$ cat config.mk
export PLATFORM = sky130hd
export DESIGN_NAME = cordic_rot
export DESIGN_NICKNAME = d
export VERILOG_FILES = /design/src/rtl/cordic_pkg.sv /design/src/rtl/cordic_fold.sv /design/src/rtl/cordic_stage.sv /design/src/rtl/cordic_out.sv /design/src/rtl/cordic_rot.sv
export SDC_FILE = /design/constraint.sdc
export NUM_CORES = 2
export LEC_CHECK = 0
export BUFFER_PORTS_ARGS = -buffer_cell sky130_fd_sc_hd__buf_2
export CORE_UTILIZATION = 45
export DETAILED_ROUTE_END_ITERATION = 12
export PLACE_DENSITY = 0.66
export SETUP_SLACK_MARGIN = 0.02
export SLEW_MARGIN = 20
export SYNTH_ARGS = -nofsm -noshare
export SYNTH_HDL_FRONTEND = slang
export SYNTH_SLANG_ARGS = --single-unit
export TNS_END_PERCENT = 50
$ cat constraint.sdc
create_clock -name clk_i -period 7.3 [get_ports clk_i]
set_clock_uncertainty 0.15 [all_clocks]
set_input_delay 1.46 -clock clk_i [delete_from_list [all_inputs] [get_ports clk_i]]
set_output_delay 1.46 -clock clk_i [all_outputs]
set_load 0.03 [all_outputs]
$ cat src/rtl/cordic_pkg.sv
package cordic_pkg;
  // constants in Q60
  localparam longint PI_Q60 = 64'sd3622009729038561421;

  function automatic longint inv_k_q60();
    return 64'sd700114967656000000;
  endfunction

  // arctan(2^-i) in Q60, series for i >= 1
  function automatic longint atan_q60(input int i);
    longint acc;
    longint term;
    acc = 0;
    if (i == 0) return PI_Q60 >>> 2;
    for (int k = 0; k < 32; k++) begin
      int sh;
      sh = i * (2 * k + 1);
      if (sh < 61) begin
        term = (64'sd1 <<< 60) >>> sh;
        term = term / longint'(2 * k + 1);
        acc = (k % 2 == 0) ? acc + term : acc - term;
      end
    end
    return acc;
  endfunction

  function automatic longint q60_round(input longint v, input int frac);
    return (v + (64'sd1 <<< (59 - frac))) >>> (60 - frac);
  endfunction
endpackage

$ cat src/rtl/cordic_fold.sv
module cordic_fold import cordic_pkg::*; #(
  parameter int F   = 12,
  parameter int IF  = 15,
  parameter int AF  = 15,
  parameter int IW  = IF + 4,
  parameter int AWI = AF + 4
) (
  input  logic                  clk_i,
  input  logic                  rst_ni,
  input  logic                  en_i,
  input  logic                  valid_i,
  input  logic signed [F+1:0]   x_i,
  input  logic signed [F+1:0]   y_i,
  input  logic signed [F+2:0]   a_i,
  output logic                  valid_o,
  output logic signed [IW-1:0]  x_o,
  output logic signed [IW-1:0]  y_o,
  output logic signed [AWI-1:0] z_o
);
  localparam longint PI_L = q60_round(PI_Q60, AF);
  localparam longint HP_L = q60_round(PI_Q60 >>> 1, AF);
  localparam logic signed [AWI-1:0] PI_Q = PI_L[AWI-1:0];
  localparam logic signed [AWI-1:0] HP_Q = HP_L[AWI-1:0];

  logic signed [IW-1:0]  xe, ye, xn, yn;
  logic signed [AWI-1:0] ae, zn;

  always_comb begin
    xe = $signed({{2{x_i[F+1]}}, x_i, {(IF-F){1'b0}}});
    ye = $signed({{2{y_i[F+1]}}, y_i, {(IF-F){1'b0}}});
    ae = $signed({a_i[F+2], a_i, {(AF-F){1'b0}}});
    xn = xe;
    yn = ye;
    zn = ae;
    // rotation by pi is a negation of the vector
    if (ae > HP_Q) begin
      xn = -xe;
      yn = -ye;
      zn = ae - PI_Q;
    end else if (ae < -HP_Q) begin
      xn = -xe;
      yn = -ye;
      zn = ae + PI_Q;
    end
  end

  always_ff @(posedge clk_i or negedge rst_ni) begin
    if (!rst_ni) begin
      valid_o <= 1'b0;
      x_o     <= '0;
      y_o     <= '0;
      z_o     <= '0;
    end else if (en_i) begin
      valid_o <= valid_i;
      x_o     <= xn;
      y_o     <= yn;
      z_o     <= zn;
    end
  end
endmodule

$ cat src/rtl/cordic_stage.sv
module cordic_stage import cordic_pkg::*; #(
  parameter int IDX = 0,
  parameter int IW  = 19,
  parameter int AF  = 15,
  parameter int AWI = AF + 4
) (
  input  logic                  clk_i,
  input  logic                  rst_ni,
  input  logic                  en_i,
  input  logic                  valid_i,
  input  logic signed [IW-1:0]  x_i,
  input  logic signed [IW-1:0]  y_i,
  input  logic signed [AWI-1:0] z_i,
  output logic                  valid_o,
  output logic signed [IW-1:0]  x_o,
  output logic signed [IW-1:0]  y_o,
  output logic signed [AWI-1:0] z_o
);
  localparam longint ATAN_L = q60_round(atan_q60(IDX), AF);
  localparam logic signed [AWI-1:0] ATAN_Q = ATAN_L[AWI-1:0];

  logic signed [IW-1:0]  xs, ys, xn, yn;
  logic signed [AWI-1:0] zn;

  always_comb begin
    xs = x_i >>> IDX;
    ys = y_i >>> IDX;
    if (!z_i[AWI-1]) begin
      xn = x_i - ys;
      yn = y_i + xs;
      zn = z_i - ATAN_Q;
    end else begin
      xn = x_i + ys;
      yn = y_i - xs;
      zn = z_i + ATAN_Q;
    end
  end

  always_ff @(posedge clk_i or negedge rst_ni) begin
    if (!rst_ni) begin
      valid_o <= 1'b0;
      x_o     <= '0;
      y_o     <= '0;
      z_o     <= '0;
    end else if (en_i) begin
      valid_o <= valid_i;
      x_o     <= xn;
      y_o     <= yn;
      z_o     <= zn;
    end
  end
endmodule

$ cat src/rtl/cordic_out.sv
module cordic_out import cordic_pkg::*; #(
  parameter int IF   = 15,
  parameter int IW   = IF + 4,
  parameter int FOUT = 12,
  parameter bit COMP = 1'b0,
  parameter int OW   = FOUT + 3
) (
  input  logic                 clk_i,
  input  logic                 rst_ni,
  input  logic                 en_i,
  input  logic                 valid_i,
  input  logic signed [IW-1:0] x_i,
  input  logic signed [IW-1:0] y_i,
  output logic                 valid_o,
  output logic signed [OW-1:0] x_o,
  output logic signed [OW-1:0] y_o
);
  localparam int SH = IF - FOUT;

  logic signed [OW-1:0] xr, yr;

  if (COMP) begin : g_comp
    localparam int CF = IF;
    localparam int PW = IW + CF + 2;
    localparam int SHC = CF + SH;
    localparam longint INVK_L = q60_round(inv_k_q60(), CF);
    localparam logic signed [CF+1:0] INVK = INVK_L[CF+1:0];
    localparam logic signed [PW-1:0] RND = {{(PW-1){1'b0}}, 1'b1} <<< (SHC - 1);
    logic signed [PW-1:0] kw, xw, yw, xp, yp;
    always_comb begin
      kw = $signed({{(PW-CF-2){1'b0}}, INVK});
      xw = $signed({{(PW-IW){x_i[IW-1]}}, x_i});
      yw = $signed({{(PW-IW){y_i[IW-1]}}, y_i});
      xp = xw * kw;
      yp = yw * kw;
      xr = OW'((xp + RND) >>> SHC);
      yr = OW'((yp + RND) >>> SHC);
    end
  end else begin : g_raw
    localparam logic signed [IW-1:0] RND = {{(IW-1){1'b0}}, 1'b1} <<< (SH - 1);
    always_comb begin
      xr = OW'((x_i + RND) >>> SH);
      yr = OW'((y_i + RND) >>> SH);
    end
  end

  always_ff @(posedge clk_i or negedge rst_ni) begin
    if (!rst_ni) begin
      valid_o <= 1'b0;
      x_o     <= '0;
      y_o     <= '0;
    end else if (en_i) begin
      valid_o <= valid_i;
      x_o     <= xr;
      y_o     <= yr;
    end
  end
endmodule

$ cat src/rtl/cordic_rot.sv
module cordic_rot #(
  parameter int F      = 12,
  parameter int FOUT   = 12,
  parameter bit COMP   = 1'b0,
  parameter bit HAS_EN = 1'b1
) (
  input  logic                                       clk_i,
  input  logic                                       rst_ni,
  input  logic                                       en_i,
  input  logic                                       valid_i,
  input  logic signed [F+1:0]                        x_i,
  input  logic signed [F+1:0]                        y_i,
  input  logic signed [F+2:0]                        a_i,
  output logic                                       valid_o,
  output logic signed [(COMP ? FOUT+2 : FOUT+3)-1:0] x_o,
  output logic signed [(COMP ? FOUT+2 : FOUT+3)-1:0] y_o
);
  localparam int GB  = 3;
  localparam int MF  = (FOUT > F) ? FOUT : F;
  localparam int IF  = MF + GB;
  localparam int AF  = MF + GB;
  localparam int IW  = IF + 4;
  localparam int AWI = AF + 4;
  localparam int N   = FOUT + 2;
  localparam int OW  = COMP ? FOUT + 2 : FOUT + 3;
  localparam int LAT = N + 2;

  logic en;
  assign en = HAS_EN ? en_i : 1'b1;

  logic                  vs [N+1];
  logic signed [IW-1:0]  xs [N+1];
  logic signed [IW-1:0]  ys [N+1];
  logic signed [AWI-1:0] zs [N+1];

  cordic_fold #(.F(F), .IF(IF), .AF(AF), .IW(IW), .AWI(AWI)) u_fold (
    .clk_i(clk_i), .rst_ni(rst_ni), .en_i(en), .valid_i(valid_i),
    .x_i(x_i), .y_i(y_i), .a_i(a_i),
    .valid_o(vs[0]), .x_o(xs[0]), .y_o(ys[0]), .z_o(zs[0])
  );

  for (genvar i = 0; i < N; i++) begin : g_iter
    cordic_stage #(.IDX(i), .IW(IW), .AF(AF), .AWI(AWI)) u_stage (
      .clk_i(clk_i), .rst_ni(rst_ni), .en_i(en), .valid_i(vs[i]),
      .x_i(xs[i]), .y_i(ys[i]), .z_i(zs[i]),
      .valid_o(vs[i+1]), .x_o(xs[i+1]), .y_o(ys[i+1]), .z_o(zs[i+1])
    );
  end

  cordic_out #(.IF(IF), .IW(IW), .FOUT(FOUT), .COMP(COMP), .OW(OW)) u_out (
    .clk_i(clk_i), .rst_ni(rst_ni), .en_i(en), .valid_i(vs[N]),
    .x_i(xs[N]), .y_i(ys[N]),
    .valid_o(valid_o), .x_o(x_o), .y_o(y_o)
  );
endmodule

* After elaboration in Yosys (flattened, before gate mapping)
Cells that the tools add are included.
** Word-level totals
- Bits in registers :: 880
- Input bits :: 47
- Output and inout port bits :: 31
- Logic and storage cells :: 198
** Operators by class
- Add/sub/neg operators :: 87
- Magnitude comparators :: 2
- Muxes and demuxes :: 47
** Operators by type and width (number)
- 19-bit two-way mux :: 45
- 19-bit by 10-bit adder with 19-bit output :: 2
- 19-bit by 11-bit adder with 19-bit output :: 2
- 19-bit by 12-bit adder with 19-bit output :: 2
- 19-bit by 12-bit adder with 19-bit output (second input constant) :: 2
- 19-bit by 13-bit adder with 19-bit output :: 2
- 19-bit by 14-bit adder with 19-bit output :: 2
- 19-bit by 15-bit adder with 19-bit output :: 2
- 19-bit by 16-bit adder with 19-bit output :: 2
- 19-bit by 17-bit adder with 19-bit output :: 2
- 19-bit by 18-bit adder with 19-bit output :: 2
- 19-bit by 7-bit adder with 19-bit output :: 2
- 19-bit by 8-bit adder with 19-bit output :: 2
- 19-bit by 9-bit adder with 19-bit output :: 2
- 17-bit negation with 19-bit output :: 2
- 19-bit by 10-bit subtractor with 19-bit output :: 2
- 19-bit by 11-bit subtractor with 19-bit output :: 2
- 19-bit by 12-bit subtractor with 19-bit output :: 2
- 19-bit by 12-bit subtractor with 19-bit output (second input constant) :: 2
- 19-bit by 13-bit subtractor with 19-bit output :: 2
- 19-bit by 14-bit subtractor with 19-bit output :: 2
- 19-bit by 15-bit subtractor with 19-bit output :: 2
- 19-bit by 16-bit subtractor with 19-bit output :: 2
- 19-bit by 17-bit subtractor with 19-bit output :: 2
- 36 further kinds :: 45

* Logic depth before layout (Yosys ltp)
- Depth after elaboration :: 3
- Depth in mapped cells :: 16
- Mapped depth without buffers :: 16

* Hierarchy
From an unflattened synthesis, not the netlist that was laid out.
** Unflattened totals
- Cell total of the unflattened synthesis :: 8762
- Area, all modules :: 78255.1 um^2
** Modules (own cells, without submodules)
- cordic_stage at g_iter[0].u_stage :: instances 1, cells an instance 719, area an instance 5993.2 um^2, seq. area each 1426.4 um^2
- cordic_stage at g_iter[3].u_stage :: instances 1, cells an instance 651, area an instance 5672.9 um^2, seq. area each 1451.4 um^2
- cordic_stage at g_iter[1].u_stage :: instances 1, cells an instance 635, area an instance 5574.1 um^2, seq. area each 1451.4 um^2
- cordic_stage at g_iter[2].u_stage :: instances 1, cells an instance 606, area an instance 5396.4 um^2, seq. area each 1451.4 um^2
- cordic_stage at g_iter[4].u_stage :: instances 1, cells an instance 611, area an instance 5366.4 um^2, seq. area each 1451.4 um^2
- cordic_stage at g_iter[13].u_stage :: instances 1, cells an instance 611, area an instance 5281.3 um^2, seq. area each 1451.4 um^2
- cordic_stage at g_iter[12].u_stage :: instances 1, cells an instance 595, area an instance 5217.5 um^2, seq. area each 1451.4 um^2
- cordic_stage at g_iter[9].u_stage :: instances 1, cells an instance 546, area an instance 5054.8 um^2, seq. area each 1451.4 um^2
- cordic_stage at g_iter[5].u_stage :: instances 1, cells an instance 549, area an instance 4987.3 um^2, seq. area each 1451.4 um^2
- cordic_stage at g_iter[11].u_stage :: instances 1, cells an instance 551, area an instance 4982.3 um^2, seq. area each 1451.4 um^2
- cordic_stage at g_iter[10].u_stage :: instances 1, cells an instance 548, area an instance 4968.5 um^2, seq. area each 1451.4 um^2
- cordic_stage at g_iter[7].u_stage :: instances 1, cells an instance 527, area an instance 4967.3 um^2, seq. area each 1451.4 um^2
- cordic_stage at g_iter[8].u_stage :: instances 1, cells an instance 532, area an instance 4899.7 um^2, seq. area each 1451.4 um^2
- cordic_stage at g_iter[6].u_stage :: instances 1, cells an instance 510, area an instance 4722.0 um^2, seq. area each 1451.4 um^2
- +2 rows

* Least setup slack after synthesis
No wires, ideal clock.
- Path type :: register to register
- Start point :: register g_iter[6].u_stage.x_o[11]
- End point :: register g_iter[7].u_stage.y_o[16]
- Setup time :: 125 ps
- Arrival time :: 3639 ps
- Required time :: 7025 ps
- Setup slack :: 3386 ps
- Cell stages (with the launch flop) :: 14
- Buffers on the path :: 1
- Period minus slack after synthesis :: 3914 ps
- Cells stage by stage :: dfrtp_1 or4_1 nor4_1 a31oi_1 xnor2_1 ha_1 clkbuf_1 nand2_1 or3_1 or4b_1 nand3_1 a31oi_1 xnor2_1 mux2_2
** On the way
- Word-level cells in the longest chain between the ends :: 2
- Elaborated cells between the ends (all ways) :: 3
- Those cells by class :: add/sub: 2; mux: 1
** RTL lines
- start: declaration :: RTL line cordic_stage.sv:15 : output logic signed [IW-1:0] x_o,
- start signal: assignment :: RTL line cordic_stage.sv:47 : x_o <= xn;
- 19-bit by 12-bit adder with 19-bit output or 19-bit by 12-bit subtractor with 19-bit output (tied branches) :: RTL line cordic_stage.sv:30, cordic_stage.sv:34
- 19-bit two-way mux * :: RTL line cordic_stage.sv:28 : if (!z_i[AWI-1]) begin
- end signal: assignment :: RTL line cordic_stage.sv:48 : y_o <= yn;
- end: declaration :: RTL line cordic_stage.sv:16 : output logic signed [IW-1:0] y_o,
Mark *: on every way between the ends. The rest lies on a longest branch, timed or not.
A chain may end at the register's enable or synchronous reset.

* Final worst setup path
- Start point :: register g_iter[1].u_stage.y_o[2]
- End point :: register g_iter[2].u_stage.x_o[18]
** On the way
- Word-level cells in the longest chain between the ends :: 2
- Elaborated cells between the ends (all ways) :: 3
- Those cells by class :: add/sub: 2; mux: 1
** RTL lines (RTL line)
- start: declaration :: cordic_stage.sv:16
- start signal: assignment :: cordic_stage.sv:48
- 19-bit by 17-bit subtractor with 19-bit output or 19-bit by 17-bit adder with 19-bit output (tied branches) :: cordic_stage.sv:29, cordic_stage.sv:33
- 19-bit two-way mux * :: cordic_stage.sv:28
- end signal: assignment :: cordic_stage.sv:47
- end: declaration :: cordic_stage.sv:15
Marked as above.

==> impl_metrics.csv <==
group,metric,value,unit
status,outcome,"complete, but fails checks",
status,violations,"design-rule violations",
worst_setup_path,reg2reg_slack,2.79,ns
clock_network,root_buffer,"clkbuf_16",
layout,finalNonFillerCells,9957,
global_route,grt_pass1_wl,299,mm
logic_synthesis,synth_enable_flop_cells,0,
logic_synthesis,synth.distinct_cells,86,
die,ios,78,
routing,wl,182,mm
sta,period_needed,4.51,ns
routing,drcViolationCount,1,
logic_synthesis,synth_seq_area_share,29.0,%
logic_synthesis,syn_inst,7905,
worst_setup_path,critPathTopFamily,"simple AND/OR/NAND/NOR gates",
die,rows,144,
clock_network,clk_path_buf_depth,3,
clock_network,numCtsBuffers,98,
sta,drv_slew,0,
logic_synthesis,synth-async-reset-ratio,100,%
place,place_ws,2.52,ns
place,io_buffers,77,
sta,setup_viol,0,
global_route,antenna_found_initial,0,
global_route,grt_pass1_vias,56073,
logic_synthesis,avgSynthCellArea,8.82,µm²
worst_setup_path,end_kind,"flop",
logic_synthesis,ys_warn_count,0,
clock_network,clkLatencyLatePin,0.74,ns
global_route,grt_usage,23.0,%
logic_synthesis,syn_area,0.0697,mm²
logic_synthesis,synth_seq_cells,808,
sta,hold_violations,0,
die,core-area,0.154,mm²
place,dp_hpwl,137,mm
worst_setup_path,path_depth,15,
global_route,grt_max_degree,189,
clock_network,cts_hold_buf,0,
logic_synthesis,synth_flop_cell,"dfrtp_1",
routing,drt_iter0_markers,3988,
worst_hold_path,hold_class,"reg -> reg",
logic_synthesis,ys_top_cells_by_count,"dfrtp_1 (808), a21oi_1 (784), ha_1 (729), nor2_1 (705), xnor2_1 (512)",
place,gp_congestion,0.929,
worst_setup_path,endpoint,"g_iter[2].u_stage.x_o[18]$_DFFE_PN0P_",
sta,tightestPinTransition,1.11,ns
global_route,overflow,0,
clock_network,post_cts_resized,0,
die,dieWidth,396,µm
worst_setup_path,cp_num_buf_inv,1,
layout,filler_cell_count,14718,
worst_setup_path,cpMaxStageDelayCell,"or3b_2",
worst_setup_path,path_class,"reg -> reg",
worst_setup_path,rr_worst_depth,15,
sta,holdWs,0.335,ns
routing,vias,58760,
die,dieHeight,396,µm
worst_setup_path,r2r_start,"g_iter[1].u_stage.y_o[2]$_DFFE_PN0P_",
logic_synthesis,yosysMostFrequentCell,"dfrtp_1",
sta,worst_slack,2.79,ns
logic_synthesis,synth_nets,8717,
worst_setup_path,crit_path_start_kind,"flop",
sta,fin_crit_sh,61.7,%
routing,firstDrtPassIters,10,
die,dieArea,0.157,mm²
logic_synthesis,yosys-top-cells-area,"dfrtp_1 (29%), ha_1 (13%), xnor2_1 (6.4%)",
logic_synthesis,yosys.area.top_type,"dfrtp_1",
place,dp_cells,9775,
clock_network,path_clk_slew,0.06,ns
layout,drive_gt1_share,9.50,%
worst_setup_path,arrival,4.95,ns
worst_setup_path,crit_path_max_incr_delay,0.47,ns
worst_setup_path,crit_chain,"inv_1 > ha_1 > or3b_2 > nor3_1 > nand2_1 > nand2_1 > xnor2_1 > ha_1 > nand4_1 > a211o_1 > and3_1 > a21oi_1 > a21oi_1 > xnor2_1 > mux2_2",
routing,via_per_inst,5.90,
routing,avgRoutedWirePerCell,18.2,µm
layout,multiInputGateArea,0.0471,mm²
sta,setup_tns,0,ns
layout,fin_nets,8645,
clock_network,cts_tree,"done",
layout,area_delta_synth_final,8.12,%
layout,seq_area,0.0202,mm²
sta,rsz0062_at_grt,"no",
worst_setup_path,cp.required,7.74,ns
routing,antenna_left,0,
layout,diodes,0,
flow_run,drv_cap,0,
worst_setup_path,startpoint,"g_iter[1].u_stage.y_o[2]$_DFFE_PN0P_",
logic_synthesis,synth_top_area_share,29.0,%
sta,relSlewSlack,25.2,%
clock_network,h-tree-depth,3,
worst_setup_path,path_max_fanout,8,
clock_network,post-cts-setup-buffers,0,
sta,fmax,0.222,GHz
die,initial_core_util,45.3,%
clock_network,clock_sinks,808,
worst_setup_path,reg2reg_to,"g_iter[2].u_stage.x_o[18]$_DFFE_PN0P_",
-- cell families (layout without fill, tap and decap cells) --
| kind of cell | count (synthesis) | count (layout) | synth area share [%] |
|---|---|---|---|
| and+or+nand+nor | 2105 | 2105 | 14.7 |
| AOI/OAI and AO/OA | 2351 | 2351 | 21.6 |
| buffers and inverters | 635 | 643 | 3.45 |
| DFF | 808 | 808 | 29.0 |
| muxes | 483 | 483 | 7.64 |
| xor gates and xnor gates | 758 | 758 | 9.54 |
| adders and majority gates | 765 | 765 | 14.1 |
-- through the flow --
step | cell area (µm²) | util (%)
after floorplan | 69700 | -
after global placement | 72000 | 46.8
after detailed placement | 72000 | 46.8
after CTS | 75300 | 49.0
after global routing | 75400 | 49.0
final | 75400 | 49.0
-- per-layer routing --
metal | vias to the layer above | routed length, µm | GRT usage [%] | part of all wire, %
met3 | 230 | 7660 | 2.42 | 4.2
met1 | 28510 | 87000 | 32.9 | 48
li1 | 28807 | - | - | -
met2 | 1213 | 83400 | 37.1 | 46
met4 | 0 | 3640 | 5.11 | 2.0
met5 | - | 0 | 0 | 0
-- how the worst min path moves through the flow --
| stage | startpoint | to | slack [ns] | cells after the start |
|---|---|---|---|---|
| after floorplan | g_iter[12].u_stage.y_o[0]$_DFFE_PN0P_ | g_iter[12].u_stage.y_o[0]$_DFFE_PN0P_ | 0.29 | 2 |
| after global placement | g_iter[12].u_stage.y_o[0]$_DFFE_PN0P_ | g_iter[12].u_stage.y_o[0]$_DFFE_PN0P_ | 0.32 | 2 |
| after detailed placement | g_iter[12].u_stage.y_o[0]$_DFFE_PN0P_ | g_iter[12].u_stage.y_o[0]$_DFFE_PN0P_ | 0.32 | 2 |
| after CTS | g_iter[12].u_stage.y_o[0]$_DFFE_PN0P_ | g_iter[12].u_stage.y_o[0]$_DFFE_PN0P_ | 0.34 | 2 |
| after global routing | g_iter[3].u_stage.z_o[5]$_DFFE_PN0P_ | g_iter[3].u_stage.z_o[5]$_DFFE_PN0P_ | 0.36 | 1 |
| final | g_iter[12].u_stage.y_o[0]$_DFFE_PN0P_ | g_iter[12].u_stage.y_o[0]$_DFFE_PN0P_ | 0.34 | 2 |
-- cell usage in the layout, fill, tap and decap left out, drive strengths merged, types with 28 or more instances in the layout --
master and n:
nand3 136, nand3b 46, o311ai 31, nand4 61, a21oi 784, o211ai 56
o41ai 29, and2 33, nor2b 69, fa 36, or2 28, o21bai 93
inv 347, mux2i 87, or4 37, mux2 396, clkinv 31, or3 58
buf 115, nand2 453, nor2 705, ha 729, o21a 122, dfrtp 808
nor3b 38, nor4 58, o21ai 415, a211oi 106, a211o 34, a31oi 84
xor2 245, clkbuf 138, and3 56, nand2b 65, nor3 192, xnor2 512
o31ai 86, a21o 246
-- worst reg2reg max path, cell delays in order (launching register included) --
cell and delay, ns:
dfrtp_1 0.46, inv_1 0.23, ha_1 0.22, or3b_2 0.48, nor3_1 0.47, nand2_1 0.23, nand2_1 0.14, xnor2_1 0.09
ha_1 0.42, nand4_1 0.13, a211o_1 0.24, and3_1 0.18, a21oi_1 0.40, a21oi_1 0.14, xnor2_1 0.15, mux2_2 0.26
-- sequential cells by signal, indices dropped and copies added (netlist names) --
signal / flops
u_out.x_o: 15
u_out.y_o: 15
u_fold.y_o: 16
u_fold.valid_o: 1
u_fold.z_o: 16
u_fold.x_o: 16
u_out.valid_o: 1
g_iter.u_stage.valid_o: 14
g_iter.u_stage.x_o: 255
g_iter.u_stage.y_o: 258
g_iter.u_stage.z_o: 201
-- area by class of cell --
cell class                 count  area share, %
multi-input combinational   6462           62.5
sequential                   808           26.8
clock buffer                 138           3.80
tap                         2044           3.39
inverter                     348           1.74
timing repair buffer         115           1.14
clock inverter                42          0.634
Power is not shown: default switching activity piles up to over one toggle a cycle in this logic, so the estimate is an artifact.
